==> config.mk <==
export PLATFORM = sky130hd
export DESIGN_NAME = vdma_engine
export DESIGN_NICKNAME = d
export VERILOG_FILES = /design/src/rtl/vdma_pkg.sv /design/src/rtl/vdma_regs.sv /design/src/rtl/vdma_seq.sv /design/src/rtl/vdma_out.sv /design/src/rtl/vdma_engine.sv
export SDC_FILE = /design/constraint.sdc
export NUM_CORES = 1
export LEC_CHECK = 0
export CAP_MARGIN = 15
export CORE_AREA = 2 2 79 81
export CTS_BUF_LIST = sky130_fd_sc_hd__clkbuf_4
export CTS_CLUSTER_DIAMETER = 200
export DETAILED_ROUTE_END_ITERATION = 12
export DIE_AREA = 0 0 81 83
export HOLD_SLACK_MARGIN = 0.1
export PLACE_DENSITY = 0.76
export SLEW_MARGIN = 20
export SYNTH_ARGS = -nofsm -noshare
export SYNTH_HDL_FRONTEND = slang
export SYNTH_SLANG_ARGS = --single-unit
==> constraint.sdc <==
create_clock -name clk -period 2.37 [get_ports clk]
set_input_delay 0.237 -clock clk [delete_from_list [all_inputs] [get_ports clk]]
set_output_delay 0.237 -clock clk [all_outputs]
set_load 0.03 [all_outputs]
==> src/rtl/vdma_pkg.sv <==
package vdma_pkg;
  typedef enum logic [2:0] {
    SEL_SRC_HI = 3'd0,
    SEL_SRC_LO = 3'd1,
    SEL_DST_HI = 3'd2,
    SEL_DST_LO = 3'd3,
    SEL_CTRL   = 3'd4
  } reg_sel_e;

  localparam logic [7:0] STATUS_NONE = 8'hFF;
endpackage

==> src/rtl/vdma_regs.sv <==
// Address registers: hold chunk-aligned source and destination, advance per chunk.
module vdma_regs import vdma_pkg::*; #(
  parameter int ADDR_W   = 16,
  parameter int VRAM_AW  = 13,
  parameter int CHUNK_LG = 4,
  localparam int SRC_BW  = ADDR_W - CHUNK_LG,
  localparam int DST_BW  = VRAM_AW - CHUNK_LG,
  localparam int LO_BITS = 8 - CHUNK_LG
) (
  input  logic              clk,
  input  logic              rst,
  input  logic              wr,
  input  logic [2:0]        sel,
  input  logic [7:0]        wdata,
  input  logic              busy,
  input  logic              chunk_done,
  output logic [SRC_BW-1:0] src_blk,
  output logic [DST_BW-1:0] dst_blk,
  output logic              ctrl_wr,
  output logic [7:0]        ctrl_val
);
  logic wr_ok;
  assign wr_ok    = wr && !busy;
  assign ctrl_wr  = wr_ok && (sel == SEL_CTRL);
  assign ctrl_val = wdata;

  always_ff @(posedge clk) begin
    if (rst) begin
      src_blk <= '0;
      dst_blk <= '0;
    end else if (chunk_done) begin
      src_blk <= src_blk + 1'b1;
      dst_blk <= dst_blk + 1'b1;
    end else if (wr_ok) begin
      case (sel)
        SEL_SRC_HI: src_blk[SRC_BW-1:LO_BITS] <= wdata[ADDR_W-9:0];
        SEL_SRC_LO: src_blk[LO_BITS-1:0]      <= wdata[7:CHUNK_LG];
        SEL_DST_HI: dst_blk[DST_BW-1:LO_BITS] <= wdata[VRAM_AW-9:0];
        SEL_DST_LO: dst_blk[LO_BITS-1:0]      <= wdata[7:CHUNK_LG];
        default: ;
      endcase
    end
  end
endmodule

==> src/rtl/vdma_seq.sv <==
// Chunk sequencer: length, mode, blanking edge trigger, cancel, byte index.
module vdma_seq #(
  parameter int CHUNK_LG = 4,
  parameter int LEN_W    = 7,
  localparam int CNT_W   = LEN_W + 1
) (
  input  logic                clk,
  input  logic                rst,
  input  logic                ctrl_wr,
  input  logic [7:0]          ctrl_val,
  input  logic                hblank,
  output logic                busy,
  output logic [CHUNK_LG-1:0] byte_idx,
  output logic                chunk_done,
  output logic [7:0]          status
);
  logic [CNT_W-1:0] remain;
  logic             hb_mode;
  logic             hb_prev;
  logic             trig;
  logic             pending;

  assign pending    = (remain != '0);
  assign chunk_done = busy && (&byte_idx);
  assign status     = pending ? 8'(remain - 1'b1) : 8'hFF;

  always_ff @(posedge clk) begin
    if (rst) begin
      remain   <= '0;
      hb_mode  <= 1'b0;
      hb_prev  <= 1'b0;
      trig     <= 1'b0;
      busy     <= 1'b0;
      byte_idx <= '0;
    end else begin
      hb_prev <= hblank;
      if (hblank && !hb_prev && hb_mode && pending)
        trig <= 1'b1;
      if (ctrl_wr) begin
        if (ctrl_val[7]) begin
          hb_mode  <= 1'b1;
          remain   <= {1'b0, ctrl_val[LEN_W-1:0]} + 1'b1;
          trig     <= hblank;
          byte_idx <= '0;
        end else if (hb_mode && pending) begin
          remain  <= '0;
          hb_mode <= 1'b0;
          trig    <= 1'b0;
        end else begin
          hb_mode  <= 1'b0;
          remain   <= {1'b0, ctrl_val[LEN_W-1:0]} + 1'b1;
          trig     <= 1'b0;
          busy     <= 1'b1;
          byte_idx <= '0;
        end
      end else if (busy) begin
        byte_idx <= byte_idx + 1'b1;
        if (chunk_done) begin
          remain <= remain - 1'b1;
          if (hb_mode || remain == CNT_W'(1))
            busy <= 1'b0;
        end
      end else if (trig && pending) begin
        busy <= 1'b1;
        trig <= 1'b0;
      end
    end
  end
endmodule

==> src/rtl/vdma_out.sv <==
// Registered output stage: video RAM write strobe/address and register readback.
module vdma_out import vdma_pkg::*; #(
  parameter int VRAM_AW  = 13,
  parameter int CHUNK_LG = 4,
  localparam int DST_BW  = VRAM_AW - CHUNK_LG
) (
  input  logic                clk,
  input  logic                rst,
  input  logic                rd_en,
  input  logic [DST_BW-1:0]   dst_blk,
  input  logic [CHUNK_LG-1:0] byte_idx,
  input  logic [2:0]          sel,
  input  logic [7:0]          status,
  output logic                vram_we,
  output logic [VRAM_AW-1:0]  vram_waddr,
  output logic [7:0]          reg_rdata
);
  always_ff @(posedge clk) begin
    if (rst) begin
      vram_we    <= 1'b0;
      vram_waddr <= '0;
      reg_rdata  <= STATUS_NONE;
    end else begin
      vram_we    <= rd_en;
      vram_waddr <= {dst_blk, byte_idx};
      reg_rdata  <= (sel == SEL_CTRL) ? status : STATUS_NONE;
    end
  end
endmodule

==> src/rtl/vdma_engine.sv <==
module vdma_engine #(
  parameter int ADDR_W   = 16,
  parameter int VRAM_AW  = 13,
  parameter int CHUNK_LG = 4,
  parameter int LEN_W    = 7,
  localparam int SRC_BW  = ADDR_W - CHUNK_LG,
  localparam int DST_BW  = VRAM_AW - CHUNK_LG
) (
  input  logic               clk,
  input  logic               rst,
  input  logic               reg_wr,
  input  logic [2:0]         reg_sel,
  input  logic [7:0]         reg_wdata,
  output logic [7:0]         reg_rdata,
  input  logic               hblank,
  output logic               mem_rd_en,
  output logic [ADDR_W-1:0]  mem_raddr,
  input  logic [7:0]         mem_rdata,
  output logic               vram_we,
  output logic [VRAM_AW-1:0] vram_waddr,
  output logic [7:0]         vram_wdata,
  output logic               busy
);
  logic [SRC_BW-1:0]   src_blk;
  logic [DST_BW-1:0]   dst_blk;
  logic                ctrl_wr;
  logic [7:0]          ctrl_val;
  logic [CHUNK_LG-1:0] byte_idx;
  logic                chunk_done;
  logic [7:0]          status;

  vdma_regs #(.ADDR_W(ADDR_W), .VRAM_AW(VRAM_AW), .CHUNK_LG(CHUNK_LG)) u_regs (
    .clk(clk), .rst(rst), .wr(reg_wr), .sel(reg_sel), .wdata(reg_wdata),
    .busy(busy), .chunk_done(chunk_done), .src_blk(src_blk), .dst_blk(dst_blk),
    .ctrl_wr(ctrl_wr), .ctrl_val(ctrl_val)
  );

  vdma_seq #(.CHUNK_LG(CHUNK_LG), .LEN_W(LEN_W)) u_seq (
    .clk(clk), .rst(rst), .ctrl_wr(ctrl_wr), .ctrl_val(ctrl_val), .hblank(hblank),
    .busy(busy), .byte_idx(byte_idx), .chunk_done(chunk_done), .status(status)
  );

  vdma_out #(.VRAM_AW(VRAM_AW), .CHUNK_LG(CHUNK_LG)) u_out (
    .clk(clk), .rst(rst), .rd_en(mem_rd_en), .dst_blk(dst_blk), .byte_idx(byte_idx),
    .sel(reg_sel), .status(status), .vram_we(vram_we), .vram_waddr(vram_waddr),
    .reg_rdata(reg_rdata)
  );

  assign mem_rd_en  = busy;
  assign mem_raddr  = {src_blk, byte_idx};
  assign vram_wdata = mem_rdata;
endmodule

== After elaboration in Yosys (flattened, before gate mapping) ==
Cells that the tools add are included.

* $add $sub $neg: 5
* Eq/ne operators: 8
* Muxes and demuxes: 30
* Bitwise logic cells: 2
* Reductions and logical operators: 29

{| class="wikitable"
|+ Operators by type and width
! operator !! count
|-
| 8-bit 2-to-1 mux || 6
|-
| 12-bit 2-to-1 mux || 2
|-
| 4-bit 2-to-1 mux || 6
|-
| 9-bit 2-to-1 mux || 2
|-
| 2-bit AND reduction || 7
|-
| 2-bit nonzero test || 7
|-
| 1-bit 2-to-1 mux || 13
|-
| 12-bit by 1-bit adder with 12-bit output (second input constant) || 1
|-
| 9-bit by 1-bit adder with 9-bit output (second input constant) || 1
|-
| 7-bit by 1-bit adder with 8-bit output (second input constant) || 1
|-
| 8-bit by 1-bit equality test with 1-bit output (second input constant) || 1
|-
| 1-bit logical AND || 8
|-
| 8-bit nonzero test || 1
|-
| 8-bit by 1-bit subtractor with 8-bit output (second input constant) || 1
|-
| 3-bit by 2-bit equality test with 1-bit output (second input constant) || 2
|-
| 5-bit 2-to-1 mux || 1
|-
| 4-bit by 1-bit adder with 4-bit output (second input constant) || 1
|-
| 2-bit != test (second input constant) || 2
|-
| 4-bit AND reduction || 1
|-
| 3-bit by 1-bit equality test with 1-bit output (second input constant) || 1
|-
| 3-bit equality test (second input constant) || 1
|-
| 3-bit logical NOT || 1
|-
| 3-bit != test (second input constant) || 1
|-
| 3-bit OR reduction || 1
|-
| 3 further kinds || 5
|}

* Flip-flop bits (word level): 59
* Input port bits: 23
* Logic and storage cells: 87

== Longest topological paths before layout ==
* Word-level depth: 8
* Depth in mapped cells: 7
* Mapped depth without buffers: 6

== Hierarchy ==
A second synthesis with hierarchy kept.

* Cell total of the unflattened synthesis: 364
* Area, all modules: 3106.7 um^2

{| class="wikitable"
|+ Modules (own cells, without submodules)
! module !! instances !! cells an instance !! area an instance (um^2) !! sequential area each (um^2)
|-
| vdma_regs || 1 || 168 || 1297.5 || 420.4
|-
| vdma_seq || 1 || 141 || 1131.1 || 320.3
|-
| vdma_out || 1 || 46 || 610.6 || 440.4
|-
| vdma_engine || 1 || 9 || 67.6 || 0.0
|}

== Worst setup path before layout ==
OpenSTA, ideal clock, no wires.

* Path type: register to register
* Start: register u_seq.byte_idx[0]
* End: register u_seq.remain[4]
* Arrival time: 1.832 ns
* Data required time: 2.301 ns
* Slack: 0.469 ns
* Stages on the path, launching flop included: 8
* Path buffers: 2
* Period minus slack after synthesis: 1.901 ns
* Cells stage by stage: dfxtp_1 ha_1 and4_1 buf_2 buf_1 nor2_1 a2111o_1 o21ai_1

* Word-level cells in the longest chain between the ends: 4

{| class="wikitable"
|+ RTL lines
! element !! RTL line !! source
|-
| start, declared || vdma_seq.sv:13 || <nowiki>output logic [CHUNK_LG-1:0] byte_idx,</nowiki>
|-
| start signal, assigned || vdma_seq.sv:57 || <nowiki>byte_idx <= byte_idx + 1'b1;</nowiki>
|-
| 4-bit AND reduction || vdma_seq.sv:24 || <nowiki>assign chunk_done = busy && (&byte_idx);</nowiki>
|-
| 1-bit logical AND || vdma_seq.sv:24 ||
|-
| 2-bit nonzero test (no source line) || - ||
|-
| 2-bit AND reduction (no source line) || - ||
|-
| end signal, assigned || vdma_seq.sv:42 || <nowiki>remain <= {1'b0, ctrl_val[LEN_W-1:0]} + 1'b1;</nowiki>
|-
| end signal, assigned || vdma_seq.sv:51 || <nowiki>remain <= {1'b0, ctrl_val[LEN_W-1:0]} + 1'b1;</nowiki>
|-
| end signal, assigned || vdma_seq.sv:59 || <nowiki>remain <= remain - 1'b1;</nowiki>
|-
| end, declared || vdma_seq.sv:17 || <nowiki>logic [CNT_W-1:0] remain;</nowiki>
|}

No other way between the ends.
A chain may end at the register's enable or synchronous reset.

== Worst setup path after layout ==
* Start: register u_seq.busy
* End: output port busy

{| class="wikitable"
|+ RTL lines
! element !! RTL line !! source
|-
| start, declared || vdma_seq.sv:12 || <nowiki>output logic busy,</nowiki>
|-
| start signal, assigned || vdma_seq.sv:33 || <nowiki>busy <= 1'b0;</nowiki>
|-
| start signal, assigned || vdma_seq.sv:53 || <nowiki>busy <= 1'b1;</nowiki>
|-
| start signal, assigned || vdma_seq.sv:61 || <nowiki>busy <= 1'b0;</nowiki>
|-
| end, declared || vdma_engine.sv:22 || <nowiki>output logic busy</nowiki>
|}

No word-level cell between the ends.

==> impl_table.tex <==
\begin{tabular}{lr}
\hline
Metric & Value \\
\hline
\multicolumn{2}{l}{\textbf{Die}} \\
Horizontal die dimension & about 81 um \\
Number of rows in the core area & 28 \\
Starting utilization of the core area & 48.4\% \\
Boundary pin count & 71 \\
Vertical die dimension & 83 um \\
Die area & 6720 um2 \\
Area of the placeable core & 5820 um2 \\
\multicolumn{2}{l}{\textbf{Timing}} \\
Unrepaired setup endpoints after global routing & no \\
Period Utilization, post-route & 85.8\% \\
Final setup fails & 0 \\
Max Slew Vio Count & 0 \\
Layout Skew & 0.00662 ns \\
Setup\_tns & 0 ns \\
Final Hold Violating Endpoints & 0 \\
Maximum achievable frequency & 492 MHz \\
Minimum clock period after layout & 2.03 ns \\
Slew of the pin with the lowest slew margin & $\sim$0.63 ns \\
Worst slew margin relative to its limit & 57.3\% \\
\multicolumn{2}{l}{\textbf{Synthesis}} \\
Sequential cell area fraction in the yosys report & about two fifths \\
Post-synth EDFFs & 0 \\
Top\_reg\_cell synth & sky130\_fd\_sc\_hd\_\_dfxtp\_1 \\
Post-Synthesis Net Count & 343 \\
Proportion of register bits with asynchronous set or reset after synthesis & 0\% \\
Number of distinct library cells after synthesis & 61 \\
Cell area after synthesis & 2820 um2 \\
Yosys warns & 0 \\
Mean instance size in the synthesized netlist & 8.99 um2 \\
Flip-flop and latch count after synthesis & $\sim$60 \\
Cells after synthesis & $\sim$310 \\
\multicolumn{2}{l}{\textbf{Hold path}} \\
Source of the worst hold timing path & mem\_rdata[1] \\
Type of the tightest min-delay check & in2out \\
Cell depth of the worst min-delay path & 0 \\
Endpoint of the worst hold path & vram\_wdata[1] \\
\multicolumn{2}{l}{\textbf{Global route}} \\
Wire length of the first global-routing pass & 11.2 mm \\
Met3 usage & under 10\% \\
Initial antenna violation count & 0 \\
Global-route congestion overflow total & 0 \\
Met2 usage in global routing & 30.1\% \\
GRT Max-Usage Layer & met2 \\
Total Routing Usage GR & 21.3\% \\
Grt met1 use & slightly below 30\% \\
Via count of the first global-routing pass & 2370 \\
Maximum number of pins on one net before global-route repair & 30 \\
\multicolumn{2}{l}{\textbf{Drt}} \\
Vias after detailed routing & roughly 2500 \\
Detailed-route vias per instance & 5.75 \\
Routed wirelength normalized by instance count & between 15 and 20 um \\
Total length of routed wires & $\sim$6.7 mm \\
Post-detailed-route DRC marker count & 0 \\
Remaining antenna violation count & 0 \\
Number of search-and-repair iterations in the first detailed-routing pass & 4 \\
Violation count after the first detailed-routing iteration & 213 \\
\multicolumn{2}{l}{\textbf{CTS}} \\
Clock Path Buffers & 2 \\
Worst-skew pair later-pin latency & $\sim$0.40 ns \\
Clock Pin Slew Worst Setup and Hold Paths & 0.10 ns \\
Clock buffer count from CTS & 9 \\
H-tree levels & 3 \\
CTS Root Buffer Type & sky130\_fd\_sc\_hd\_\_clkbuf\_4 \\
Count of instances resized after the clock tree is built & 0 \\
Count of buffers added by post-CTS timing repair for setup & 0 \\
CTS tree & yes \\
Hold-fix buffer count after cts & 0 \\
Sink count of the clock tree & 59 \\
\multicolumn{2}{l}{\textbf{Pwr}} \\
Post-route total power & 1.82 mW \\
Relative contribution of combinational cells to total power & a little under an eighth \\
Worst ir drop on vdd & approximately 0.28 mV \\
Pwr Density & 524 nW/um2 \\
Switching part of the total & 27.1\% \\
Net switching power of the design & approximately 0.49 mW \\
Part of the total power dissipated in the clock network & between 30\% and 40\% \\
Leakage Power & about 1.2 nW \\
Internal power component & 1.33 mW \\
Sequential power share & between 50 and 60\% \\
\multicolumn{2}{l}{\textbf{Placement}} \\
Port bufs & 54 \\
Placer Congestion & 0.887 \\
Standard cell area after detailed placement & 3370 um2 \\
Detailed placer's ending HPWL & 4.90 mm \\
Number of placed instances with taps included & approximately 430 \\
\multicolumn{2}{l}{\textbf{Setup path}} \\
Startpoint kind of the worst setup timing path & flop \\
CP Data Arrival Time & 1.80 ns \\
Critical Path, Cell by Cell & clkdlybuf4s50\_1 \\
Required time at the endpoint of the critical path & 2.13 ns \\
FF-to-FF Start & u\_seq.busy\$\_SDFFE\_PP0P\_ \\
Slowest stage cell on the critical path & sky130\_fd\_sc\_hd\_\_clkdlybuf4s50\_1 \\
Worst Reg2Reg Path Length in Cells & 4 \\
Crit path max fanout & 15 \\
Critical path's top delay family & buffers and inverters \\
Sort of element at the end of the critical path & primary output \\
Max incr delay on CP & between 0.7 and 0.8 ns \\
Setup slack on the worst flop-to-flop path & 0.37 ns \\
Start-to-end type of the worst setup path & reg2out \\
Total buffers and inverters traversed by the critical path & 1 \\
Critical register-to-register path endpoint & u\_regs.src\_blk[8]\$\_SDFFE\_PP0P\_ \\
\multicolumn{2}{l}{\textbf{Run status}} \\
Outcome & completed \\
\multicolumn{2}{l}{\textbf{Final layout}} \\
Final Cell Area & 3480 um2 \\
Final core utilization & 59.8\% \\
Area Growth Syn to Fin & 23.5\% \\
Register area & 1180 um2 \\
Number of cells in the finished layout apart from fillers & 441 \\
Fraction of layout cells with a size suffix above 1 & a little over 8\% \\
Area of the multi-input gates & 1480 um2 \\
Fill cell total of the finished layout & between 500 and 600 \\
Final Net Count & 392 \\
Antenna Diode Count & 0 \\
\multicolumn{2}{l}{\textbf{Job}} \\
Max-cap check violation count & 0 \\
\hline
\end{tabular}
[stage by stage]
stage          hold slack [ns]  setup WS (ns)
2_1_floorplan            0.334          0.469
3_3_place_gp             0.464          0.318
3_5_place_dp             0.465          0.259
4_1_cts                  0.466          0.311
5_1_grt                  0.474          0.185
6_report                 0.474          0.338
[power groups by stage]
stage	Clock, mW	Combinational, mW	Sequential, mW
2_1_floorplan	0	0.131	1.07
3_3_place_gp	0	0.207	1.05
3_5_place_dp	0	0.210	1.05
4_1_cts	0.592	0.211	1.03
5_1_grt	0.636	0.231	1.04
6_report	0.578	0.212	1.03
[cells in the mapped netlist, types with 3 or more instances]
library cell | instances | area share [%]
sky130_fd_sc_hd__a211oi_1 | 6 | 1.6
sky130_fd_sc_hd__a21oi_1 | 14 | 2.5
sky130_fd_sc_hd__a311oi_1 | 4 | 1.2
sky130_fd_sc_hd__a31oi_1 | 6 | 1.3
sky130_fd_sc_hd__and3_1 | 4 | 0.89
sky130_fd_sc_hd__and4_1 | 3 | 0.93
sky130_fd_sc_hd__buf_2 | 3 | 0.53
sky130_fd_sc_hd__buf_4 | 9 | 2.4
sky130_fd_sc_hd__clkbuf_1 | 8 | 1.1
sky130_fd_sc_hd__dfxtp_1 | 59 | 42
sky130_fd_sc_hd__ha_1 | 7 | 3.1
sky130_fd_sc_hd__inv_1 | 8 | 1.1
sky130_fd_sc_hd__nand2_1 | 25 | 3.3
sky130_fd_sc_hd__nand2b_1 | 5 | 1.1
sky130_fd_sc_hd__nand3_1 | 18 | 3.2
sky130_fd_sc_hd__nand4_1 | 7 | 1.6
sky130_fd_sc_hd__nor2_1 | 13 | 1.7
sky130_fd_sc_hd__nor2b_1 | 15 | 3.3
sky130_fd_sc_hd__nor3_1 | 15 | 2.7
sky130_fd_sc_hd__nor4_1 | 3 | 0.67
sky130_fd_sc_hd__o211ai_1 | 3 | 0.80
sky130_fd_sc_hd__o22ai_1 | 6 | 1.3
sky130_fd_sc_hd__o32ai_1 | 3 | 0.93
sky130_fd_sc_hd__or3_1 | 3 | 0.67
sky130_fd_sc_hd__xnor2_1 | 5 | 1.6
sky130_fd_sc_hd__xor2_1 | 13 | 4.0
[sequential cells by signal, summed over array words and instances, names as in the netlist]
| name | cells |
|---|---|
| u_out.reg_rdata | 8 |
| u_out.vram_waddr | 13 |
| u_out.vram_we | 1 |
| u_regs.dst_blk | 9 |
| u_regs.src_blk | 12 |
| u_seq.busy | 1 |
| u_seq.byte_idx | 4 |
| u_seq.hb_mode | 1 |
| u_seq.hb_prev | 1 |
| u_seq.remain | 8 |
| u_seq.trig | 1 |
[area by class of cell]
type / instances / share of cell area, %
flip-flops and latches: 59 / 34.0
clock buffers: 11 / 2.38
well taps: 75 / 2.70
multi-input cells: 224 / 42.7
repair buffers: 60 / 16.8
inverters: 8 / 0.864
clock inverters: 4 / 0.540
[metal layers]
layer	up-vias	wire (um)
met2	107	3000
met4	0	179
met1	1183	3040
li1	1231	-
met5	-	0
met3	14	500
[worst max path at each step]
| stage | from | end | cells past startpoint |
|---|---|---|---|
| floorplan | u_seq.byte_idx[0]$_SDFFE_PP0P_ | u_seq.remain[4]$_SDFFE_PP0P_ | 7 |
| global placement | reg_sel[1] | u_seq.busy$_SDFFE_PP0P_ | 5 |
| detailed placement | reg_sel[1] | u_seq.busy$_SDFFE_PP0P_ | 5 |
| CTS | u_seq.busy$_SDFFE_PP0P_ | busy | 1 |
| global route | u_seq.busy$_SDFFE_PP0P_ | u_regs.src_blk[7]$_SDFFE_PP0P_ | 5 |
| finish | u_seq.busy$_SDFFE_PP0P_ | busy | 1 |
[cell usage in the layout, fill, tap and decap left out, types with 7 or more instances in the layout]
cell,count
sky130_fd_sc_hd__dfxtp_1,59
sky130_fd_sc_hd__clkdlybuf4s50_1,54
sky130_fd_sc_hd__nand2_1,25
sky130_fd_sc_hd__nand3_1,18
sky130_fd_sc_hd__nor2b_1,15
sky130_fd_sc_hd__nor3_1,15
sky130_fd_sc_hd__a21oi_1,14
sky130_fd_sc_hd__nor2_1,13
sky130_fd_sc_hd__xor2_1,13
sky130_fd_sc_hd__clkbuf_4,11
sky130_fd_sc_hd__inv_1,8
sky130_fd_sc_hd__nand4_1,7
sky130_fd_sc_hd__ha_1,7
[cell families after synthesis]
logic type      share of synthesized area (%)
fa+ha+maj                                3.11
mux                                     0.711
simple gates                             26.9
xor+xnor                                 5.60
flops                                    42.0
buf+inv                                  5.33
compound gates                           16.4
(Power assumes the default switching activity.)
